$ cat config.mk
export PLATFORM = sky130hd
export DESIGN_NAME = tcam_lookup
export DESIGN_NICKNAME = d
export VERILOG_FILES = /design/src/rtl/tcam_pkg.sv /design/src/rtl/tcam_row.sv /design/src/rtl/tcam_prio_enc.sv /design/src/rtl/tcam_act_mem.sv /design/src/rtl/tcam_lookup.sv
export SDC_FILE = /design/constraint.sdc
export NUM_CORES = 1
export LEC_CHECK = 0
export BUFFER_PORTS_ARGS = -buffer_cell sky130_fd_sc_hd__buf_4
export CAP_MARGIN = 20
export CORE_MARGIN = 4
export CORE_UTILIZATION = 63
export CTS_BUF_LIST = sky130_fd_sc_hd__clkbuf_8
export DETAILED_ROUTE_END_ITERATION = 7
export HOLD_SLACK_MARGIN = 0.06
export PLACE_DENSITY = 0.82
export SYNTH_ARGS = -nofsm -noshare
export SYNTH_HDL_FRONTEND = slang
export SYNTH_HIERARCHICAL = 1
export SYNTH_SLANG_ARGS = --single-unit
export TNS_END_PERCENT = 30
$ cat constraint.sdc
create_clock -name clk_i -period 3.65 [get_ports clk_i]
set_input_delay 0.73 -clock clk_i [delete_from_list [all_inputs] [get_ports clk_i]]
set_output_delay 0.73 -clock clk_i [all_outputs]
set_load 0.05 [all_outputs]
$ cat src/rtl/tcam_pkg.sv
package tcam_pkg;
  // digit code written as {d1,d0}
  typedef enum logic [1:0] {
    DIG_VOID = 2'b00,
    DIG_ONE  = 2'b01,
    DIG_ZERO = 2'b10,
    DIG_ANY  = 2'b11
  } digit_e;
endpackage

$ cat src/rtl/tcam_row.sv
module tcam_row #(
  parameter int KEY_W = 8
) (
  input  logic             clk_i,
  input  logic             rst_ni,
  input  logic             wr_en_i,
  input  logic             wr_clear_i,
  input  logic [KEY_W-1:0] wr_d0_i,
  input  logic [KEY_W-1:0] wr_d1_i,
  input  logic [KEY_W-1:0] sl_i,
  input  logic [KEY_W-1:0] slb_i,
  output logic             match_o
);
  logic [KEY_W-1:0] d0_q, d1_q;
  logic             valid_q;
  logic [KEY_W-1:0] dig_miss, dig_void;

  always_ff @(posedge clk_i or negedge rst_ni) begin
    if (!rst_ni) begin
      d0_q    <= '0;
      d1_q    <= '0;
      valid_q <= 1'b0;
    end else if (wr_en_i) begin
      if (wr_clear_i) begin
        d0_q    <= '0;
        d1_q    <= '0;
        valid_q <= 1'b0;
      end else begin
        d0_q    <= wr_d0_i;
        d1_q    <= wr_d1_i;
        valid_q <= 1'b1;
      end
    end
  end

  // pull-down per digit: driven line with no matching stored bit
  for (genvar i = 0; i < KEY_W; i++) begin : g_dig
    assign dig_miss[i] = (sl_i[i] & ~d0_q[i]) | (slb_i[i] & ~d1_q[i]);
    assign dig_void[i] = ({d1_q[i], d0_q[i]} == tcam_pkg::DIG_VOID);
  end

  assign match_o = valid_q & ~|dig_void & ~|dig_miss;

  a_r11_clear_kills: assert property (@(posedge clk_i) disable iff (!rst_ni)
    wr_en_i && wr_clear_i |=> !match_o);
  a_r5_miss_blocks: assert property (@(posedge clk_i) disable iff (!rst_ni)
    (|dig_miss) |-> !match_o);
endmodule

$ cat src/rtl/tcam_prio_enc.sv
module tcam_prio_enc #(
  parameter int N     = 8,
  parameter int IDX_W = (N > 1) ? $clog2(N) : 1
) (
  input  logic [N-1:0]     req_i,
  output logic             found_o,
  output logic [IDX_W-1:0] idx_o
);
  always_comb begin
    idx_o = '0;
    for (int i = N - 1; i >= 0; i--) begin
      if (req_i[i]) idx_o = IDX_W'(i);
    end
  end
  assign found_o = |req_i;
endmodule

$ cat src/rtl/tcam_act_mem.sv
module tcam_act_mem #(
  parameter int N     = 8,
  parameter int ACT_W = 8,
  parameter int IDX_W = (N > 1) ? $clog2(N) : 1
) (
  input  logic             clk_i,
  input  logic             rst_ni,
  input  logic             we_i,
  input  logic [IDX_W-1:0] wr_idx_i,
  input  logic [ACT_W-1:0] wr_data_i,
  input  logic [IDX_W-1:0] rd_idx_i,
  output logic [ACT_W-1:0] rd_data_o
);
  logic [ACT_W-1:0] mem_q [N];

  for (genvar n = 0; n < N; n++) begin : g_word
    always_ff @(posedge clk_i or negedge rst_ni) begin
      if (!rst_ni)                               mem_q[n] <= '0;
      else if (we_i && wr_idx_i == IDX_W'(n))    mem_q[n] <= wr_data_i;
    end
  end

  assign rd_data_o = mem_q[rd_idx_i];
endmodule

$ cat src/rtl/tcam_lookup.sv
module tcam_lookup #(
  parameter int ENTRIES = 8,
  parameter int KEY_W   = 8,
  parameter int ACT_W   = 8,
  localparam int IDX_W  = (ENTRIES > 1) ? $clog2(ENTRIES) : 1
) (
  input  logic               clk_i,
  input  logic               rst_ni,
  input  logic               wr_en_i,
  input  logic               wr_clear_i,
  input  logic [IDX_W-1:0]   wr_idx_i,
  input  logic [KEY_W-1:0]   wr_d0_i,
  input  logic [KEY_W-1:0]   wr_d1_i,
  input  logic [ACT_W-1:0]   wr_act_i,
  input  logic               srch_en_i,
  input  logic [KEY_W-1:0]   key_i,
  input  logic [KEY_W-1:0]   key_mask_i,
  output logic               rsp_valid_o,
  output logic               hit_o,
  output logic               miss_o,
  output logic [IDX_W-1:0]   idx_o,
  output logic [ACT_W-1:0]   act_o,
  output logic [ENTRIES-1:0] match_vec_o
);
  logic [KEY_W-1:0]   sl, slb;
  logic [ENTRIES-1:0] match_raw;
  logic               found;
  logic [IDX_W-1:0]   win_idx;
  logic [ACT_W-1:0]   win_act;

  // masked key bits drive neither search line
  assign sl  =  key_i & ~key_mask_i;
  assign slb = ~key_i & ~key_mask_i;

  for (genvar n = 0; n < ENTRIES; n++) begin : g_row
    tcam_row #(.KEY_W(KEY_W)) u_row (
      .clk_i      (clk_i),
      .rst_ni     (rst_ni),
      .wr_en_i    (wr_en_i && wr_idx_i == IDX_W'(n)),
      .wr_clear_i (wr_clear_i),
      .wr_d0_i    (wr_d0_i),
      .wr_d1_i    (wr_d1_i),
      .sl_i       (sl),
      .slb_i      (slb),
      .match_o    (match_raw[n])
    );
  end

  tcam_prio_enc #(.N(ENTRIES), .IDX_W(IDX_W)) u_enc (
    .req_i   (match_raw),
    .found_o (found),
    .idx_o   (win_idx)
  );

  tcam_act_mem #(.N(ENTRIES), .ACT_W(ACT_W), .IDX_W(IDX_W)) u_act (
    .clk_i     (clk_i),
    .rst_ni    (rst_ni),
    .we_i      (wr_en_i && !wr_clear_i),
    .wr_idx_i  (wr_idx_i),
    .wr_data_i (wr_act_i),
    .rd_idx_i  (win_idx),
    .rd_data_o (win_act)
  );

  always_ff @(posedge clk_i or negedge rst_ni) begin
    if (!rst_ni) begin
      rsp_valid_o <= 1'b0;
      hit_o       <= 1'b0;
      miss_o      <= 1'b0;
      idx_o       <= '0;
      act_o       <= '0;
      match_vec_o <= '0;
    end else begin
      rsp_valid_o <= srch_en_i;
      hit_o       <= srch_en_i & found;
      miss_o      <= srch_en_i & ~found;
      idx_o       <= (srch_en_i && found) ? win_idx : '0;
      act_o       <= (srch_en_i && found) ? win_act : '0;
      match_vec_o <= srch_en_i ? match_raw : '0;
    end
  end

  a_r10_latency: assert property (@(posedge clk_i) disable iff (!rst_ni)
    srch_en_i |=> rsp_valid_o);
  a_r10_hit_xor_miss: assert property (@(posedge clk_i) disable iff (!rst_ni)
    rsp_valid_o |-> (hit_o ^ miss_o));
  a_r10_idle_quiet: assert property (@(posedge clk_i) disable iff (!rst_ni)
    !rsp_valid_o |-> (!hit_o && !miss_o && match_vec_o == '0));
  a_r10_miss_empty: assert property (@(posedge clk_i) disable iff (!rst_ni)
    miss_o |-> (match_vec_o == '0 && idx_o == '0 && act_o == '0));
  a_r8_winner_set: assert property (@(posedge clk_i) disable iff (!rst_ni)
    hit_o |-> match_vec_o[idx_o]);
  a_r8_none_lower: assert property (@(posedge clk_i) disable iff (!rst_ni)
    hit_o |-> ((match_vec_o & ((ENTRIES'(1) << idx_o) - ENTRIES'(1))) == '0));
endmodule

==> results of run 1 <==
-- path summary, 6_finish.rpt --
| check | startpoint | slack [ns] | depth (start not counted) | endpoint |
|---|---|---|---|---|
| setup / recovery | key_i[5] | 0.14 | 14 | act_o[7]$_DFF_PN0_ |
| hold / removal | rst_ni | 0.27 | 1 | g_row[6].u_row/d0_q[1]$_DFFE_PN0P_ |
| setup reg to reg | g_row[5].u_row/d0_q[0]$_DFFE_PN0P_ | 0.49 | 10 | act_o[7]$_DFF_PN0_ |
| hold reg to reg | u_act/mem_q[4]$_DFFE_PN0P_ | 0.50 | 1 | u_act/mem_q[4]$_DFFE_PN0P_ |
| max in group asynchronous | rst_ni | 2.55 | 2 | g_row[3].u_row/valid_q$_DFFE_PN0P_ |
| min in group clk_i | srch_en_i | 0.44 | 1 | rsp_valid_o$_DFF_PN0_ |
-- registers in the layout, indices dropped and copies added (netlist names) --
name	cells
g_row.u_row/d0_q	64
g_row.u_row/d1_q	64
u_act/mem_q	64
act_o	8
g_row.u_row/valid_q	8
match_vec_o	8
idx_o	3
hit_o	1
miss_o	1
rsp_valid_o	1
-- cell usage after synthesis (11+ instances only) --
cell	number
nand2b_1	40
mux2_2	72
inv_1	129
a221oi_1	16
dfrtp_1	222
and4_1	16
o21ai_0	145
nor2_1	11
and3_1	11
nor2b_1	11
clkbuf_1	34
nand3b_1	128
mux4_1	15
-- area by class of cell --
| type | instances | area share |
|---|---|---|
| Clock buffer | 48 | 0.0535 |
| Inverter | 137 | 0.0416 |
| Tap cell | 220 | 0.0223 |
| Timing Repair Buffer | 110 | 0.0705 |
| Clock inverter | 15 | 0.00739 |
| Sequential cell | 222 | 0.450 |
| Multi-Input combinational cell | 554 | 0.355 |
-- kinds of logic after synthesis --
group	share of synthesized area
and+or+nand+nor	0.168
DFF	0.522
AOI/OAI and AO/OA	0.119
buffers and inverters	0.0685
muxes	0.123
-- metrics by stage --
| step | worst slack (ns) | setup TNS [ns] |
|---|---|---|
| 6_report | 0.141 | 0 |
| 5_1_grt | 0.108 | 0 |
| 4_1_cts | 0.260 | 0 |
| 3_5_place_dp | -0.293 | -1.95 |
| 3_3_place_gp | -0.229 | -1.61 |
| 2_1_floorplan | 0.207 | 0 |
-- power by group through the flow --
| stage | combinational, mW | clock [mW] | sequential, mW |
|---|---|---|---|
| final | 1.16 | 2.22 | 3.11 |
| after CTS | 1.14 | 2.24 | 3.10 |
| after detailed placement | 1.12 | 0 | 3.14 |
| after floorplan | 0.714 | 0 | 3.08 |
| after global routing | 1.28 | 2.38 | 3.15 |
| after global placement | 1.08 | 0 | 3.12 |
-- per-layer routing --
layer / global-route usage / wire, um / up-vias
li1: - / - / 3599
met1: 0.425 / 11800 / 3912
met2: 0.444 / 12600 / 447
met3: 0.0874 / 2950 / 73
met4: 0.0993 / 845 / 0
met5: 0 / 0 / -
==> summary.txt, run 1 <==
Final Cycle Share - 0.961
Flop pwr share - 0.479
Crit-path max cell delay - 0.53 ns
Distinct cells, synth - 43
Area grow syn2layout - 16.0%
Post-DP Area - 11,600 sq um
Top Ports - 70
Detail Route Antenna Nets - 0
Dominant cells by area after synthesis - dfrtp_1 (52%), nand3b_1 (9.0%), mux2_2 (7.6%), o21ai_0 (6.8%), inv_1 (4.5%)
DR pass1 iterations - 6
Row cnt - 47
Non-filler instance count after layout - 1,306
Worst Path Required - 4.07 ns
FF+latch count, synth - 222
CTS tree - yes
Worst-skew pair later-pin latency - 0.54 ns
Drt wl/cell - 21.6 um
Share of the synthesized area in the top cell type - 0.522
Final setup violation count - 0
P_leak - 5.63 nW
Post-DR vias/cell - 6.15
Commonest non-fill, non-tap cells in the layout - dfrtp_1 (222), o21ai_0 (145), inv_1 (138), nand3b_1 (128), buf_4 (106)
Maxcap violations - 0
Final #Nets - 1,110
Max Root-Sink Buffers - 3
Post-synth top flop - dfrtp_1
DRT iter0 DRCs - 936
Gr ovfl total - 0
Sequential element share of the synthesized area - 0.522
Vias in the first global route - 8,026
DIE AREA - 19,100 sq um
Core Box Area - 16,600 sq um
Mean Syn Cell Area - 11.1 sq um
Fin area - 12,400 sq um
Pint - 4.67 mW
WP buf/inv - 3
Commonest non-fill, non-tap cell in the layout - dfrtp_1
Die W - 138 um
Clock Skews - 0.0234 ns
CP Data Arrival Time - 3.93 ns
Sw frac - 0.281
RSZ-0062 raised after global routing - false
ANT cells - 0
Initial Util - 0.642
Synthesized instance count - 960
Maximum VDD drop - 0.000462 V
Dpl cells - 1,243
CP Max Fanout - 17
Area of the multi-input gates - 4390 sq um
Clock power share - 0.342
Post-CTS setup buffers - 0
Crit-path cells - buf_4 > nor2_1 > buf_4 > nand2b_1 > a22oi_1 > and4_1 > and4_1 > nor2b_1 > o21bai_1 > o41ai_2 > buf_12 > mux4_1 > mux2_2 > and3_1
Crit. End Element - flip-flop
Startpoint Class - primary input
Hpwl dp - 18,500 um
Synth Warn # - 6
Largest area contributor in the netlist - dfrtp_1
Root Buffer - clkbuf_8
First-pass GRT wire length - 45,200 um
Largest net degree at the start of global routing - 114
I/O Buffers - 69
Slowest-stage cell, CP - nor2_1
Worst-case hold slack - 0.273 ns
FF/Latch Area - 5560 sq um
Worst Tran Pin Value - 0.872 ns
Pins Over Slew Limit - 0
GR Util All Layers - 0.298
Synth Net Count - 1,008
Initial antenna violation count - 1
Cts hold-fix bufs - 0
Tmin final - 3.51 ns
Relative slew slack - 0.419
Synth Cell Area - 10,700 sq um
Htree depth - 2
HP Class - primary input to async pin
Power Density - 525 nW/um^2
Comb pwr share - 0.179
Clock Sinks - 222
Residual DRC - 0
Setup CP Type - primary input to flip-flop
CP top delay family - simple AND/OR/NAND/NOR gates
Final hold violation count - 0
Psw - 1.82 mW
Status - completed
Post-cts resize count - 0
TritonCTS Buffers - 37
DRT Wirelength - 28,100 um
Share of post-route cells with drive strength above 1 - 0.227
Peak Freq - 0.285 GHz
Final core utilization - 0.745
Vias - 8,031
Post-synth EDFFs - 0
Async SR Flop Fraction - 1.00
Fillers - 1,116
Clk slew on worst S/H paths - 0.06 ns
GPL Wtd Cong - 0.996
Chip height - 138 um
Design Power - 6.49 mW
Power figures use the tool's default switching activity.
==> inputs of run 2 (changes only) <==
--- a/config.mk
+++ b/config.mk
@@ -7,12 +7,12 @@
 export LEC_CHECK = 0
 export BUFFER_PORTS_ARGS = -buffer_cell sky130_fd_sc_hd__buf_4
 export CAP_MARGIN = 20
-export CORE_MARGIN = 4
 export CORE_UTILIZATION = 63
 export CTS_BUF_LIST = sky130_fd_sc_hd__clkbuf_8
 export DETAILED_ROUTE_END_ITERATION = 7
 export HOLD_SLACK_MARGIN = 0.06
 export PLACE_DENSITY = 0.82
+export SETUP_SLACK_MARGIN = 0.15
 export SYNTH_ARGS = -nofsm -noshare
 export SYNTH_HDL_FRONTEND = slang
 export SYNTH_HIERARCHICAL = 1
==> run 2 against run 1 <==
Via count about the same. Final area decreased by 0.37%. Die area down 8.5%. Non-clock buffer count shrank 8. Largest cell class unchanged. Highest routed layer unchanged.
==> summary.txt, run 2 (same netlist as run 1, synthesis figures left out) <==
Final setup violation count - 0 (unchanged)
Commonest non-fill, non-tap cell in the layout - dfrtp_1
Worst Path Required - 4.08 ns (about the same)
CP Max Fanout - 17 (unchanged)
RSZ-0062 raised after global routing - false
Tmin final - 3.44 ns (-0.0730 ns)
Largest net degree at the start of global routing - 93 (-18%)
Final core utilization - 0.745 (about the same)
Flop pwr share - 0.480 (about the same)
Clock power share - 0.345 (+0.003)
Dpl cells - 1,235 (-0.64%)
Final hold violation count - 0 (unchanged)
Maxcap violations - 0 (unchanged)
R2R Setup Slk - 0.42 ns (-0.07 ns)
Commonest non-fill, non-tap cells in the layout - dfrtp_1 (222), o21ai_0 (145), inv_1 (140), nand3b_1 (128), buf_4 (98)
Vias in the first global route - 8,039 (+0.16%)
Crit-path cells - buf_4 > nor2_1 > buf_4 > nand2b_1 > a222oi_1 > and4_1 > and4_1 > a21oi_1 > o41ai_2 > buf_12 > mux4_1 > mux2_2 > and3_1
Post-CTS setup buffers - 0 (unchanged)
CTS tree - yes
Crit-path max cell delay - 0.55 ns (+0.02 ns)
HP Class - primary input to async pin
DRT iter0 DRCs - 883 (-5.7%)
Area grow syn2layout - 15.6%
Comb pwr share - 0.176 (-0.003)
Pint - 4.65 mW (-0.44%)
Initial antenna violation count - 0 (-1)
Htree depth - 2 (unchanged)
First-pass GRT wire length - 44,000 um (-2.5%)
Worst-case hold slack - 0.167 ns (-0.106 ns)
Sw frac - 0.284 (+0.00377)
P_leak - 5.60 nW (-0.66%)
GPL Wtd Cong - 0.924 (-7.2%)
CP Data Arrival Time - 3.86 ns (-0.07 ns)
Core Box Area - 16,500 sq um (-0.35%)
Startpoint Class - primary input
Cts hold-fix bufs - 0 (unchanged)
Top Ports - 70 (unchanged)
Peak Freq - 0.291 GHz (+2.1%)
DIE AREA - 17,400 sq um (-8.5%)
Power Density - 527 nW/um^2 (+0.47%)
Post-DR vias/cell - 6.18 (+0.51%)
Chip height - 132 um (-4.3%)
GR Util All Layers - 0.330 (+0.0326)
Hpwl dp - 17,900 um (-3.2%)
Registers with the most flip-flops - g_row.u_row/d0_q: 64 flops, g_row.u_row/d1_q: 64 flops, u_act/mem_q: 64 flops
Clk slew on worst S/H paths - 0.06 ns (about the same)
Worst-skew pair later-pin latency - 0.55 ns (about the same)
Relative slew slack - 0.477 (+0.0581)
Residual DRC - 0 (unchanged)
Gr ovfl total - 0 (unchanged)
Clock Skews - 0.0341 ns (+0.0107 ns)
Post-cts resize count - 0 (unchanged)
Setup CP Type - primary input to flip-flop
Max Root-Sink Buffers - 3 (unchanged)
Row cnt - 47 (unchanged)
DR pass1 iterations - 8 (+2)
Final Cycle Share - 0.941 (-0.0200)
Final #Nets - 1,102 (-0.72%)
I/O Buffers - 69 (unchanged)
Maximum VDD drop - 0.000344 V (-26%)
Status - completed
Vias - 8,035 (+0.050%)
Die W - 132 um (-4.3%)
Drt wl/cell - 21.2 um (-1.5%)
Slowest-stage cell, CP - mux4_1
Worst Tran Pin Value - 0.785 ns (-0.0871 ns)
Crit. End Element - flip-flop
ANT cells - 0 (unchanged)
Non-filler instance count after layout - 1,300 (-0.46%)
Pins Over Slew Limit - 0 (unchanged)
TritonCTS Buffers - 37 (unchanged)
Initial Util - 0.645 (+0.00229)
Fillers - 1,111 (-0.45%)
DRT Wirelength - 27,600 um (-2.0%)
Detail Route Antenna Nets - 0 (unchanged)
Psw - 1.85 mW (+1.4%)
Clock Sinks - 222 (unchanged)
Share of post-route cells with drive strength above 1 - 0.222 (-0.00522)
Root Buffer - clkbuf_8
## run 2: changes by cell type in the layout (fill, tap and decap cells not counted)
| cell | previous run | this run |
|---|---|---|
| inv_1 | 138 | 140 |
| buf_4 | 106 | 98 |
| clkbuf_8 | 48 | 47 |
| nor4bb_1 | 2 | 1 |
| nor4bb_2 | 1 | 2 |
| clkinv_2 | 4 | 3 |
| clkinvlp_4 | 1 | 2 |
| inv_8 | 0 | 1 |
## run 2: worst max-delay path: cells and delay by family
family	cells	cell delay [ns]
compound gates	3	0.90
buf+inv	3	0.50
simple gates	5	0.90
mux	2	0.82
## run 2: final timing paths
| check | cells past startpoint | endpoint | startpoint |
|---|---|---|---|
| min reg2reg | 1 | u_act/mem_q[17]$_DFFE_PN0P_ | u_act/mem_q[17]$_DFFE_PN0P_ |
| max in group asynchronous | 2 | g_row[2].u_row/d1_q[1]$_DFFE_PN0P_ | rst_ni |
| min in group clk_i | 1 | rsp_valid_o$_DFF_PN0_ | srch_en_i |
| max | 13 | act_o[7]$_DFF_PN0_ | key_i[2] |
| min | 1 | u_act/mem_q[2]$_DFFE_PN0P_ | rst_ni |
| max reg2reg | 10 | act_o[7]$_DFF_PN0_ | g_row[5].u_row/d0_q[0]$_DFFE_PN0P_ |
## run 2: power groups by stage
| stage | clock [mW] | combinational, mW | sequential [mW] |
|---|---|---|---|
| final | 2.24 | 1.14 | 3.12 |
| after floorplan | 0 | 0.714 | 3.08 |
| after global placement | 0 | 1.06 | 3.12 |
| after global routing | 2.37 | 1.24 | 3.15 |
| after detailed placement | 0 | 1.10 | 3.15 |
| after CTS | 2.27 | 1.12 | 3.11 |
## run 2: layer usage
layer | up-vias | part of all wire | global-route usage | routed length, um
li1 | 3578 | - | - | -
met1 | 3987 | 0.42 | 0.472 | 11600
met2 | 399 | 0.45 | 0.495 | 12300
met3 | 71 | 0.10 | 0.0777 | 2820
met4 | 0 | 0.029 | 0.123 | 809
met5 | - | 0 | 0 | 0
## run 2: per-stage QoR
| step | setup slack (ns) | setup TNS, ns | power (mW) | cell area, sq um |
|---|---|---|---|---|
| final | 0.214 | 0 | 6.49 | 12300 |
| after global routing | 0.217 | 0 | 6.77 | 12300 |
| after CTS | 0.356 | 0 | 6.50 | 12300 |
| after detailed placement | -0.206 | -1.43 | 4.25 | 11600 |
| after global placement | -0.199 | -1.35 | 4.18 | 11600 |
| after floorplan | 0.207 | 0 | 3.79 | 10700 |
## run 2: final cells by class
cell class | instances | area [sq um] | share of cell area
inverter | 137 | 514 | 0.0418
multi-input combinational | 554 | 4400 | 0.357
clock inverter | 18 | 113 | 0.00915
timing repair buffer | 102 | 811 | 0.0659
clock buffer | 47 | 647 | 0.0525
sequential | 222 | 5560 | 0.451
tap | 220 | 275 | 0.0224
